## src/rtl/cfx_seq_pkg.sv

```systemverilog
package cfx_seq_pkg;
   localparam int unsigned CTRL_W    = 32;
   localparam int unsigned BYTE_W    = 8;
   localparam int unsigned POS_START = 31;
   localparam int unsigned POS_WRITE = 30;
   localparam int unsigned POS_DMA   = 28;
   localparam int unsigned POS_W16   = 25;
   localparam int unsigned POS_NOINC = 24;

   typedef struct packed {
      logic noinc;
      logic w16;
      logic dma;
      logic wr;
   } xfer_mode_t;
endpackage

```

## src/rtl/cfx_ctrl_reg.sv

```systemverilog
module cfx_ctrl_reg
   import cfx_seq_pkg::*;
#(
   parameter int unsigned CNT_W   = 18,
   parameter int unsigned MAX_CNT = 131072
) (
   input  logic              clk,
   input  logic              rst_n,
   input  logic              we,
   input  logic [CTRL_W-1:0] wdata,
   input  logic              dec,
   input  logic              fault,
   output logic              run,
   output xfer_mode_t        mode,
   output logic [CNT_W-1:0]  load_cnt,
   output logic [CTRL_W-1:0] rdata,
   output logic              evt_done,
   output logic              evt_err
);
   localparam logic [CNT_W-1:0] CAP = CNT_W'(MAX_CNT);

   if (CNT_W > POS_NOINC) begin : g_bad_cnt_w
      $error("count field overlaps the flag bits");
   end
   if (MAX_CNT >= (64'd1 << CNT_W)) begin : g_bad_cap
      $error("MAX_CNT does not fit the count field");
   end

   logic [CNT_W-1:0] remaining;
   logic [CNT_W-1:0] raw_cnt;

   assign raw_cnt  = wdata[CNT_W-1:0];
   assign load_cnt = (raw_cnt > CAP) ? CAP : raw_cnt;

   always_ff @(posedge clk or negedge rst_n) begin
      if (!rst_n) begin
         run       <= 1'b0;
         mode      <= '0;
         remaining <= '0;
         evt_done  <= 1'b0;
         evt_err   <= 1'b0;
      end else if (we) begin
         mode.noinc <= wdata[POS_NOINC];
         mode.w16   <= wdata[POS_W16];
         mode.dma   <= wdata[POS_DMA];
         mode.wr    <= wdata[POS_WRITE];
         remaining  <= load_cnt;
         run        <= wdata[POS_START] && (load_cnt != '0);
         evt_done   <= wdata[POS_START] && (load_cnt == '0);
         evt_err    <= 1'b0;
      end else begin
         evt_done <= 1'b0;
         evt_err  <= 1'b0;
         if (run) begin
            if (dec) remaining <= remaining - 1'b1;
            if (fault) begin
               run     <= 1'b0;
               evt_err <= 1'b1;
            end else if (dec && remaining == CNT_W'(1)) begin
               run      <= 1'b0;
               evt_done <= 1'b1;
            end
         end
      end
   end

   always_comb begin
      rdata                 = '0;
      rdata[CNT_W-1:0]      = remaining;
      rdata[POS_NOINC]      = mode.noinc;
      rdata[POS_W16]        = mode.w16;
      rdata[POS_DMA]        = mode.dma;
      rdata[POS_WRITE]      = mode.wr;
      rdata[POS_START]      = run;
   end
endmodule

```

## src/rtl/cfx_byte_fifo.sv

```systemverilog
module cfx_byte_fifo #(
   parameter int unsigned W     = 8,
   parameter int unsigned DEPTH = 512
) (
   input  logic         clk,
   input  logic         rst_n,
   input  logic         flush,
   input  logic         push,
   input  logic [W-1:0] wdata,
   input  logic         pop,
   output logic [W-1:0] rdata,
   output logic         full,
   output logic         empty
);
   localparam int unsigned AW = (DEPTH > 1) ? $clog2(DEPTH) : 1;
   localparam int unsigned LW = $clog2(DEPTH + 1);

   if (DEPTH < 2) begin : g_bad_depth
      $error("FIFO depth must be at least 2");
   end

   logic [W-1:0]  mem [DEPTH];
   logic [AW-1:0] wp, rp, wp_n, rp_n;
   logic [LW-1:0] lvl;
   logic          do_push, do_pop;

   assign full    = (lvl == LW'(DEPTH));
   assign empty   = (lvl == '0);
   assign do_push = push && !full;
   assign do_pop  = pop && !empty;
   assign rdata   = mem[rp];

   if ((DEPTH & (DEPTH - 1)) == 0) begin : g_pow2
      assign wp_n = wp + 1'b1;
      assign rp_n = rp + 1'b1;
   end else begin : g_wrap
      assign wp_n = (wp == AW'(DEPTH - 1)) ? '0 : wp + 1'b1;
      assign rp_n = (rp == AW'(DEPTH - 1)) ? '0 : rp + 1'b1;
   end

   always_ff @(posedge clk) begin
      if (do_push && !flush) mem[wp] <= wdata;
   end

   always_ff @(posedge clk or negedge rst_n) begin
      if (!rst_n) begin
         wp  <= '0;
         rp  <= '0;
         lvl <= '0;
      end else if (flush) begin
         wp  <= '0;
         rp  <= '0;
         lvl <= '0;
      end else begin
         if (do_push) wp <= wp_n;
         if (do_pop)  rp <= rp_n;
         lvl <= lvl + LW'(do_push) - LW'(do_pop);
      end
   end
endmodule

```

## src/rtl/cfx_chunk_track.sv

```systemverilog
module cfx_chunk_track #(
   parameter int unsigned CNT_W = 18,
   parameter int unsigned CHUNK = 512
) (
   input  logic             clk,
   input  logic             rst_n,
   input  logic             load,
   input  logic [CNT_W-1:0] load_cnt,
   input  logic             run,
   input  logic             wr_dir,
   input  logic             step,
   input  logic             fifo_empty,
   output logic             left_nz,
   output logic             evt_buf_avail
);
   localparam int unsigned CW = (CHUNK > 1) ? $clog2(CHUNK) : 1;

   if (CHUNK < 2) begin : g_bad_chunk
      $error("chunk size must be at least 2");
   end

   logic [CNT_W-1:0] left;
   logic [CW-1:0]    fill;
   logic             armed;
   logic             chunk_end;
   logic             space_cond;

   assign left_nz    = (left != '0);
   assign chunk_end  = (fill == CW'(CHUNK - 1)) || (left == CNT_W'(1));
   assign space_cond = run && wr_dir && fifo_empty && armed && left_nz;

   always_ff @(posedge clk or negedge rst_n) begin
      if (!rst_n) begin
         left          <= '0;
         fill          <= '0;
         armed         <= 1'b0;
         evt_buf_avail <= 1'b0;
      end else if (load) begin
         left          <= load_cnt;
         fill          <= '0;
         armed         <= 1'b1;
         evt_buf_avail <= 1'b0;
      end else begin
         if (step) begin
            left <= left - 1'b1;
            fill <= chunk_end ? '0 : fill + 1'b1;
         end
         if (wr_dir) begin
            evt_buf_avail <= space_cond;
            if (step && chunk_end) armed <= 1'b1;
            else if (space_cond)   armed <= 1'b0;
         end else begin
            evt_buf_avail <= step && chunk_end;
         end
      end
   end
endmodule

```

## src/rtl/cfx_xfer_seq.sv

```systemverilog
module cfx_xfer_seq
   import cfx_seq_pkg::*;
#(
   parameter int unsigned FIFO_BYTES = 512,
   parameter int unsigned CNT_W      = 18,
   parameter int unsigned MAX_CNT    = 131072
) (
   input  logic              clk,
   input  logic              rst_n,
   input  logic              ctl_we,
   input  logic [CTRL_W-1:0] ctl_wdata,
   output logic [CTRL_W-1:0] ctl_rdata,
   input  logic              host_wr_en,
   input  logic [BYTE_W-1:0] host_wr_data,
   input  logic              host_rd_en,
   output logic [BYTE_W-1:0] host_rd_data,
   input  logic              dev_rd_valid,
   input  logic [BYTE_W-1:0] dev_rd_data,
   output logic              dev_rd_ready,
   output logic              dev_wr_valid,
   output logic [BYTE_W-1:0] dev_wr_data,
   input  logic              dev_wr_ready,
   output logic              evt_buf_avail,
   output logic              evt_done,
   output logic              evt_err
);
   if (MAX_CNT < FIFO_BYTES) begin : g_bad_max
      $error("largest count must cover at least one chunk");
   end

   logic              run;
   xfer_mode_t        mode;
   logic [CNT_W-1:0]  load_cnt;
   logic              fifo_full, fifo_empty, left_nz;
   logic [BYTE_W-1:0] fifo_rdata, fifo_wdata;
   logic              push_dev, push_host, pop_host, pop_dev;
   logic              fault, dec, step, wr_dir;

   assign wr_dir       = mode.wr;
   assign dev_rd_ready = run && !wr_dir && !fifo_full && left_nz;
   assign dev_wr_valid = run && wr_dir && !fifo_empty;
   assign dev_wr_data  = fifo_rdata;
   assign host_rd_data = fifo_rdata;

   assign push_dev  = dev_rd_valid && dev_rd_ready;
   assign push_host = run && wr_dir && host_wr_en && !fifo_full && left_nz;
   assign pop_host  = run && !wr_dir && host_rd_en && !fifo_empty;
   assign pop_dev   = dev_wr_valid && dev_wr_ready;
   assign fault     = run && (wr_dir ? (host_wr_en && fifo_full)
                                     : (host_rd_en && fifo_empty));
   assign dec        = wr_dir ? pop_dev : pop_host;
   assign step       = wr_dir ? push_host : push_dev;
   assign fifo_wdata = wr_dir ? host_wr_data : dev_rd_data;

   cfx_ctrl_reg #(.CNT_W(CNT_W), .MAX_CNT(MAX_CNT)) u_ctrl (
      .clk      (clk),
      .rst_n    (rst_n),
      .we       (ctl_we),
      .wdata    (ctl_wdata),
      .dec      (dec),
      .fault    (fault),
      .run      (run),
      .mode     (mode),
      .load_cnt (load_cnt),
      .rdata    (ctl_rdata),
      .evt_done (evt_done),
      .evt_err  (evt_err)
   );

   cfx_byte_fifo #(.W(BYTE_W), .DEPTH(FIFO_BYTES)) u_fifo (
      .clk   (clk),
      .rst_n (rst_n),
      .flush (ctl_we),
      .push  (push_dev || push_host),
      .wdata (fifo_wdata),
      .pop   (pop_host || pop_dev),
      .rdata (fifo_rdata),
      .full  (fifo_full),
      .empty (fifo_empty)
   );

   cfx_chunk_track #(.CNT_W(CNT_W), .CHUNK(FIFO_BYTES)) u_chunk (
      .clk           (clk),
      .rst_n         (rst_n),
      .load          (ctl_we),
      .load_cnt      (load_cnt),
      .run           (run),
      .wr_dir        (wr_dir),
      .step          (step),
      .fifo_empty    (fifo_empty),
      .left_nz       (left_nz),
      .evt_buf_avail (evt_buf_avail)
   );
endmodule

```

## config.mk

```make
export PLATFORM = sky130hd
export DESIGN_NAME = cfx_xfer_seq
export DESIGN_NICKNAME = d
export VERILOG_FILES = /design/src/rtl/cfx_seq_pkg.sv /design/src/rtl/cfx_ctrl_reg.sv /design/src/rtl/cfx_byte_fifo.sv /design/src/rtl/cfx_chunk_track.sv /design/src/rtl/cfx_xfer_seq.sv
export SDC_FILE = /design/constraint.sdc
export NUM_CORES = 2
export LEC_CHECK = 0
export ABC_CLOCK_PERIOD_IN_PS = 5200
export BUFFER_PORTS_ARGS = -buffer_cell sky130_fd_sc_hd__buf_2
export CELL_PAD_IN_SITES_DETAIL_PLACEMENT = 2
export CELL_PAD_IN_SITES_GLOBAL_PLACEMENT = 2
export CORE_UTILIZATION = 48
export CTS_BUF_LIST = sky130_fd_sc_hd__clkbuf_2
export CTS_CLUSTER_DIAMETER = 30
export DETAILED_ROUTE_END_ITERATION = 10
export PLACE_DENSITY_LB_ADDON = 0.1
export SETUP_SLACK_MARGIN = 0.05
export SYNTH_ARGS = -nofsm -noshare
export SYNTH_HDL_FRONTEND = slang
export SYNTH_HIERARCHICAL = 1
export SYNTH_SLANG_ARGS = --single-unit
```

## constraint.sdc

```tcl
create_clock -name clk -period 5.2 [get_ports clk]
set_input_delay 0.26 -clock clk [delete_from_list [all_inputs] [get_ports clk]]
set_output_delay 0.26 -clock clk [all_outputs]
set_load 0.005 [all_outputs]
```

After elaboration in Yosys (flattened, before gate mapping):

Memory sizes are Yosys's and may differ from the RTL's.
Index checks and enable logic that the tools add are counted.

* latch bits: 0
* input port bits: 55
* logic and storage cells: 110
* bits in writable memories: 4096
* output and inout port bits: 53
* ROM bits: 0
* register bits: 82
* memories: 1

Memories
* u_fifo.mem: words 512, width 8, read ports 1, clocked after memory_dff 0, write ports 1, line cfx_byte_fifo.sv:22 `logic [W-1:0] mem [DEPTH];`

* add/sub/neg operators: 7
* equality and inequality tests: 4
* divide/modulo/power cells: 0
* order comparisons: 1
* multiplexer cells: 37
* bitwise logic cells: 0
* reduce and logical (&&, ||, !) cells: 45
* shift operators: 0
* multipliers: 0

Operators by type and width (count)
* 2-to-1 mux 18 bit: 6
* 2-to-1 mux 9 bit: 7
* equality test 18 x 1 -> 1 bit, second input constant: 2
* nonzero test 18 bit: 2
* subtractor 18 x 1 -> 18 bit, second input constant: 2
* adder 9 x 1 -> 9 bit, second input constant: 3
* logical AND 1 bit: 25
* 2-to-1 mux 1 bit: 22
* greater-than comparator 18 bit, second input constant: 1
* zero test 18 bit: 1
* nonzero test 2 bit: 6
* adder 10 x 1 -> 10 bit: 1
* equality test 10 bit, second input constant: 1
* zero test 10 bit: 1
* 2-to-1 mux 10 bit: 1
* subtractor 10 x 1 -> 10 bit: 1
* equality test 9 bit, second input constant: 1
* 2-to-1 mux 8 bit: 1
* zero test 1 bit: 4
* AND reduction 2 bit: 2
* logical OR 1 bit: 3
* nonzero test 3 bit: 1

Depth between registers and ports, before layout:

* word-level depth: 10
* mapped depth: 21
* depth with buffers taken out: 20

Hierarchy:

Netlist, hierarchy kept.

Modules (own cells, without submodules)
* cfx_byte_fifo: instances 1, cells each 7447, area an instance 159883.3 um2, seq. area each 123698.6 um2
* cfx_chunk_track: instances 1, cells each 174, area an instance 1694.1 um2, seq. area each 725.7 um2
* cfx_ctrl_reg: instances 1, cells each 170, area an instance 1547.7 um2, seq. area each 625.6 um2
* cfx_xfer_seq: instances 1, cells each 30, area an instance 282.8 um2, seq. area each 0.0 um2

Worst setup path before layout:

No wires, ideal clock.

* path type: register to register
* from: reg, netlist name u_ctrl/mode[0]
* to: mem u_fifo.mem[0][4], data pin
* period minus slack after synthesis: 5041 ps
* setup slack: 159 ps
* arrival: 4130 ps
* stages on the path, launching flop included: 3
* setup time: 912 ps
* data required time: 4288 ps
* path through: dfrtp_1 > buf_6 > mux2_2

* cells in the longest elaborated chain, start to end: 1

Ends and longest elaborated chain
* 2-to-1 mux 8 bit: line cfx_xfer_seq.sv:53 `assign fifo_wdata = wr_dir ? host_wr_data : dev_rd_data;`
* net fifo_wdata[4]: line cfx_xfer_seq.sv:35 `logic [BYTE_W-1:0] fifo_rdata, fifo_wdata;`
* end: declaration: line cfx_byte_fifo.sv:22

The timed path passes the listed nets, and every way through them passes these cells.

Worst setup path after layout:

* from: reg u_fifo.rp[0]
* to: out dev_wr_data[2]

* cells in the longest elaborated chain, start to end: 1

Ends and longest elaborated chain
* start: declaration: line cfx_byte_fifo.sv:23 `logic [AW-1:0] wp, rp, wp_n, rp_n;`
* start signal: assignment: line cfx_byte_fifo.sv:56 `if (do_pop) rp <= rp_n;`
* memory (512 x 8 bit)
* end: declaration: line cfx_xfer_seq.sv:21 `output logic [BYTE_W-1:0] dev_wr_data,`

No other way between the ends.

==> results.md <==
- Status: finished with violations
- Failing checks: max-capacitance violations, max-slew violations, negative setup slack
- Relative slew slack: -8.12%
- CTS tree: done
- Top cell type's share of synthesized area: 75.3%
- Clk_lat worst skew: 2.44 ns
- Worst-margin pin slew: 1.61 ns
- DRT Wirelength: 725000 um
- Initial core utilization: 48.4%
- Setup TNS Final: -30.04 ns
- Fmax: between 100 and 150 MHz
- Maximum root-to-sink buffer count: 5
- Synth top area cells: edfxtp_1, mux4_2, mux2i_1
- Mapped Area: 163000 sq um
- Global route total overflow: 0
- Place WS: -0.434 ns
- Final worst slack: -1.52 ns
- Initial antenna violation count: 55
- Critical Path Start Type: register
- EDFF count, synth: ~4k
- Final Hold Fails: 0
- Pwr dens: 395 nW/um^2
- Crit path DAT: 6.46 ns
- YS warnings: 6
- Final Cycle Share: 129%
- Die width: 585 um
- Adder-Cell Fraction of Synth Area: 0.211%
- Final ANT Viol Nets: 0
- Worst EP required: 4.94 ns
- Drt first pass iters: 8
- Hold Path Class: in -> async
- Overall routing resource usage: between 40% and 50%
- RSZ-0062 raised after global routing: true
- Routed wire per std cell: 49.2 um
- Distinct cells, synth: 97
- Tmin final: about 6.7 ns
- Post-DP HPWL: 359000 um
- Max_cap viols: 2
- Largest family of logic cells by synthesized area: multiplexers
- Yosys reg bits: 4178
- Ys flop type: edfxtp_1
- Mux contribution to synthesized area: about 15%
- Clock skew: 0.342 ns
- # port buffers: slightly below 90
- Io pins: roughly 110
- Global-route wire length before repair: 958000 um
- Commonest non-fill, non-tap cell in the layout: edfxtp_1
- Pins Over Slew Limit: 10
- H-tree depth: 7
- Clk slew on worst S/H paths: about 0.15 ns
- R2R cell count: 14
- Post-layout nets: between 9k and 10k
- Max VDD drop: 0.000248 V
- Die ar.: 343000 sq um
- Most frequent cells in the layout: edfxtp_1, clkbuf_2, mux4_2, buf_4, nor2_1
- Sequential area share after synthesis: 76.5%
- # clock sinks: roughly 4.2k
- Synth async-reset ratio: 1.96%
- Vias in the first global route: ~110k
- Crit. End Element: output pin
- Compound-Gate Fraction of Synth Area: 2.96%
- Core footprint: 338000 sq um
- Utilization after layout: roughly 56%
- Inserted Clock Buffers: approximately 1.2k
- # rows: 213
- Die H: 585 um
- Pin count of the biggest net entering global routing: 194
- CP Max Fanout: 12
- DR iter-0 viols: 17.2k
- Min Hold Slack: 0.212 ns
- Final Power: 74.3 mW
- Synth Area in XOR/XNOR: 0.279%
- Via density: 7.04
- Simple-gate portion of the synthesized area: 2.92%
- Post-Syn Instances: 7821
- Layout cell share with drive strength beyond 1: 38.0%
- RePlAce Congestion: 0.831
- DR DRC count: 0
- Synth area leader: edfxtp_1
- Root Driver: clkbuf_2
- Syn-to-layout area delta: 15.1%
- Syn_area_per_cell: 20.9 sq um
- Vias: 104k
- Crit path kind: reg -> out
- Setup violations, final: 205
- Layout fillers: 28.6k
- LEAKAGE: about 60 nW
## registers in the layout (all words and copies together), names as in the netlist, 4 cells and up
register / count
u_chunk/fill: 9
u_chunk/left: 18
u_ctrl/mode: 4
u_ctrl/remaining: 18
u_fifo/lvl: 10
u_fifo/mem: 4096
u_fifo/rp: 9
u_fifo/wp: 9
## layer usage
metal | GRT usage [%] | share of wire [%] | wire length, um | vias up
li1 | - | - | - | 36304
met1 | 50.3 | 33 | 240000 | 54592
met2 | 66.5 | 48 | 345000 | 9899
met3 | 11.7 | 12 | 87200 | 2803
met4 | 26.6 | 7.3 | 53100 | 44
met5 | 0 | 0.036 | 262 | -
## cell type report
| class | instances | area, sq um | area share (%) |
|---|---|---|---|
| Multi-Input combinational cell | 3126 | 37800 | 20.1 |
| Clock inverter | 266 | 1570 | 0.832 |
| Antenna cell | 57 | 143 | 0.0758 |
| Sequential cell | 4178 | 125000 | 66.5 |
| Inverter | 31 | 141 | 0.0752 |
| Clock buffer | 1616 | 8090 | 4.30 |
| Tap cell | 4515 | 5650 | 3.00 |
| Timing Repair Buffer | 942 | 9600 | 5.10 |
## synth_stat cells (8+ instances only)
cell type / instances
edfxtp_1: 4096
a22o_1: 40
buf_1: 30
and2_1: 9
a31oi_1: 15
clkbuf_1: 233
o22ai_1: 71
nand3b_1: 8
xor2_1: 17
a211oi_1: 46
mux2i_1: 268
a211o_1: 14
mux4_2: 983
a221o_1: 8
inv_1: 25
a22oi_1: 125
nand2_1: 194
o211ai_1: 15
a311oi_1: 10
a21oi_1: 87
nor2_1: 627
o221ai_1: 31
buf_6: 45
ha_1: 26
xnor2_1: 35
nor3_1: 51
nor4_1: 16
or3_1: 9
o21ai_0: 92
buf_4: 84
a221oi_1: 54
buf_2: 96
nand4_1: 18
nor2b_1: 32
and3_1: 11
nor3b_1: 10
nand3_1: 56
mux2_2: 16
dfrtp_1: 82
## report_power, final
group / switching (mW) / total (mW) / internal, mW / leakage [nW]
logic: 5.91 / 9.94 / 4.03 / 15.0
registers: 0.104 / 37.7 / 37.5 / 37.9
clock network: 17.5 / 26.7 / 9.20 / 7.54
## critical path, cell delays in order, from the launching register on
cell and delay, ns:
dfrtp_4 0.52, buf_12 0.19, buf_12 0.17, buf_16 0.17
mux2i_1 0.23, a221oi_1 0.56, a21oi_1 0.13, o21ai_0 0.76
a211oi_2 0.28, or3_4 0.46, a41oi_4 0.28, buf_6 0.18
buf_6 0.10
## worst paths after layout
| check | from | end | slack [ns] |
|---|---|---|---|
| max in group asynchronous | rst_n | u_fifo/rp[2] | 3.88 |
| worst min register to register | u_chunk/armed | u_chunk/armed | 0.55 |
| worst max-delay path | u_fifo/rp[0] | dev_wr_data[2] | -1.52 |
| min in group clk | ctl_wdata[30] | u_ctrl/mode[0] | 0.42 |
| worst min-delay path | rst_n | u_ctrl/remaining[5] | 0.21 |
| worst max register to register | u_fifo/lvl[7] | u_fifo/mem[182][1] | -0.25 |
## per-stage QoR
stage	cell area, sq um	instances
after floorplan	163000	7829
after global placement	172000	12464
after detailed placement	172000	12464
after CTS	187000	14656
after global routing	188000	14699
final	188000	14731
## cell families after synthesis
family | after synthesis
multiplexers | 1273
AO/OA/AOI/OAI | 680
XOR/XNOR | 52
flip-flops | 4178
AND/OR/NAND/NOR | 1084
buffers and inverters | 526
adder cells (fa/ha/maj) | 27
other | 1
## timing repair
item,4_1_cts,5_1_grt
endpoints found under the setup margin,86,1653
pin swaps,39,16
cloned,17,3
endpoints found under the hold margin,7996,0
setup buffers,85,18
hold buffers,208,0
gates resized for setup,297,255
Power figures use the tool's default switching activity.
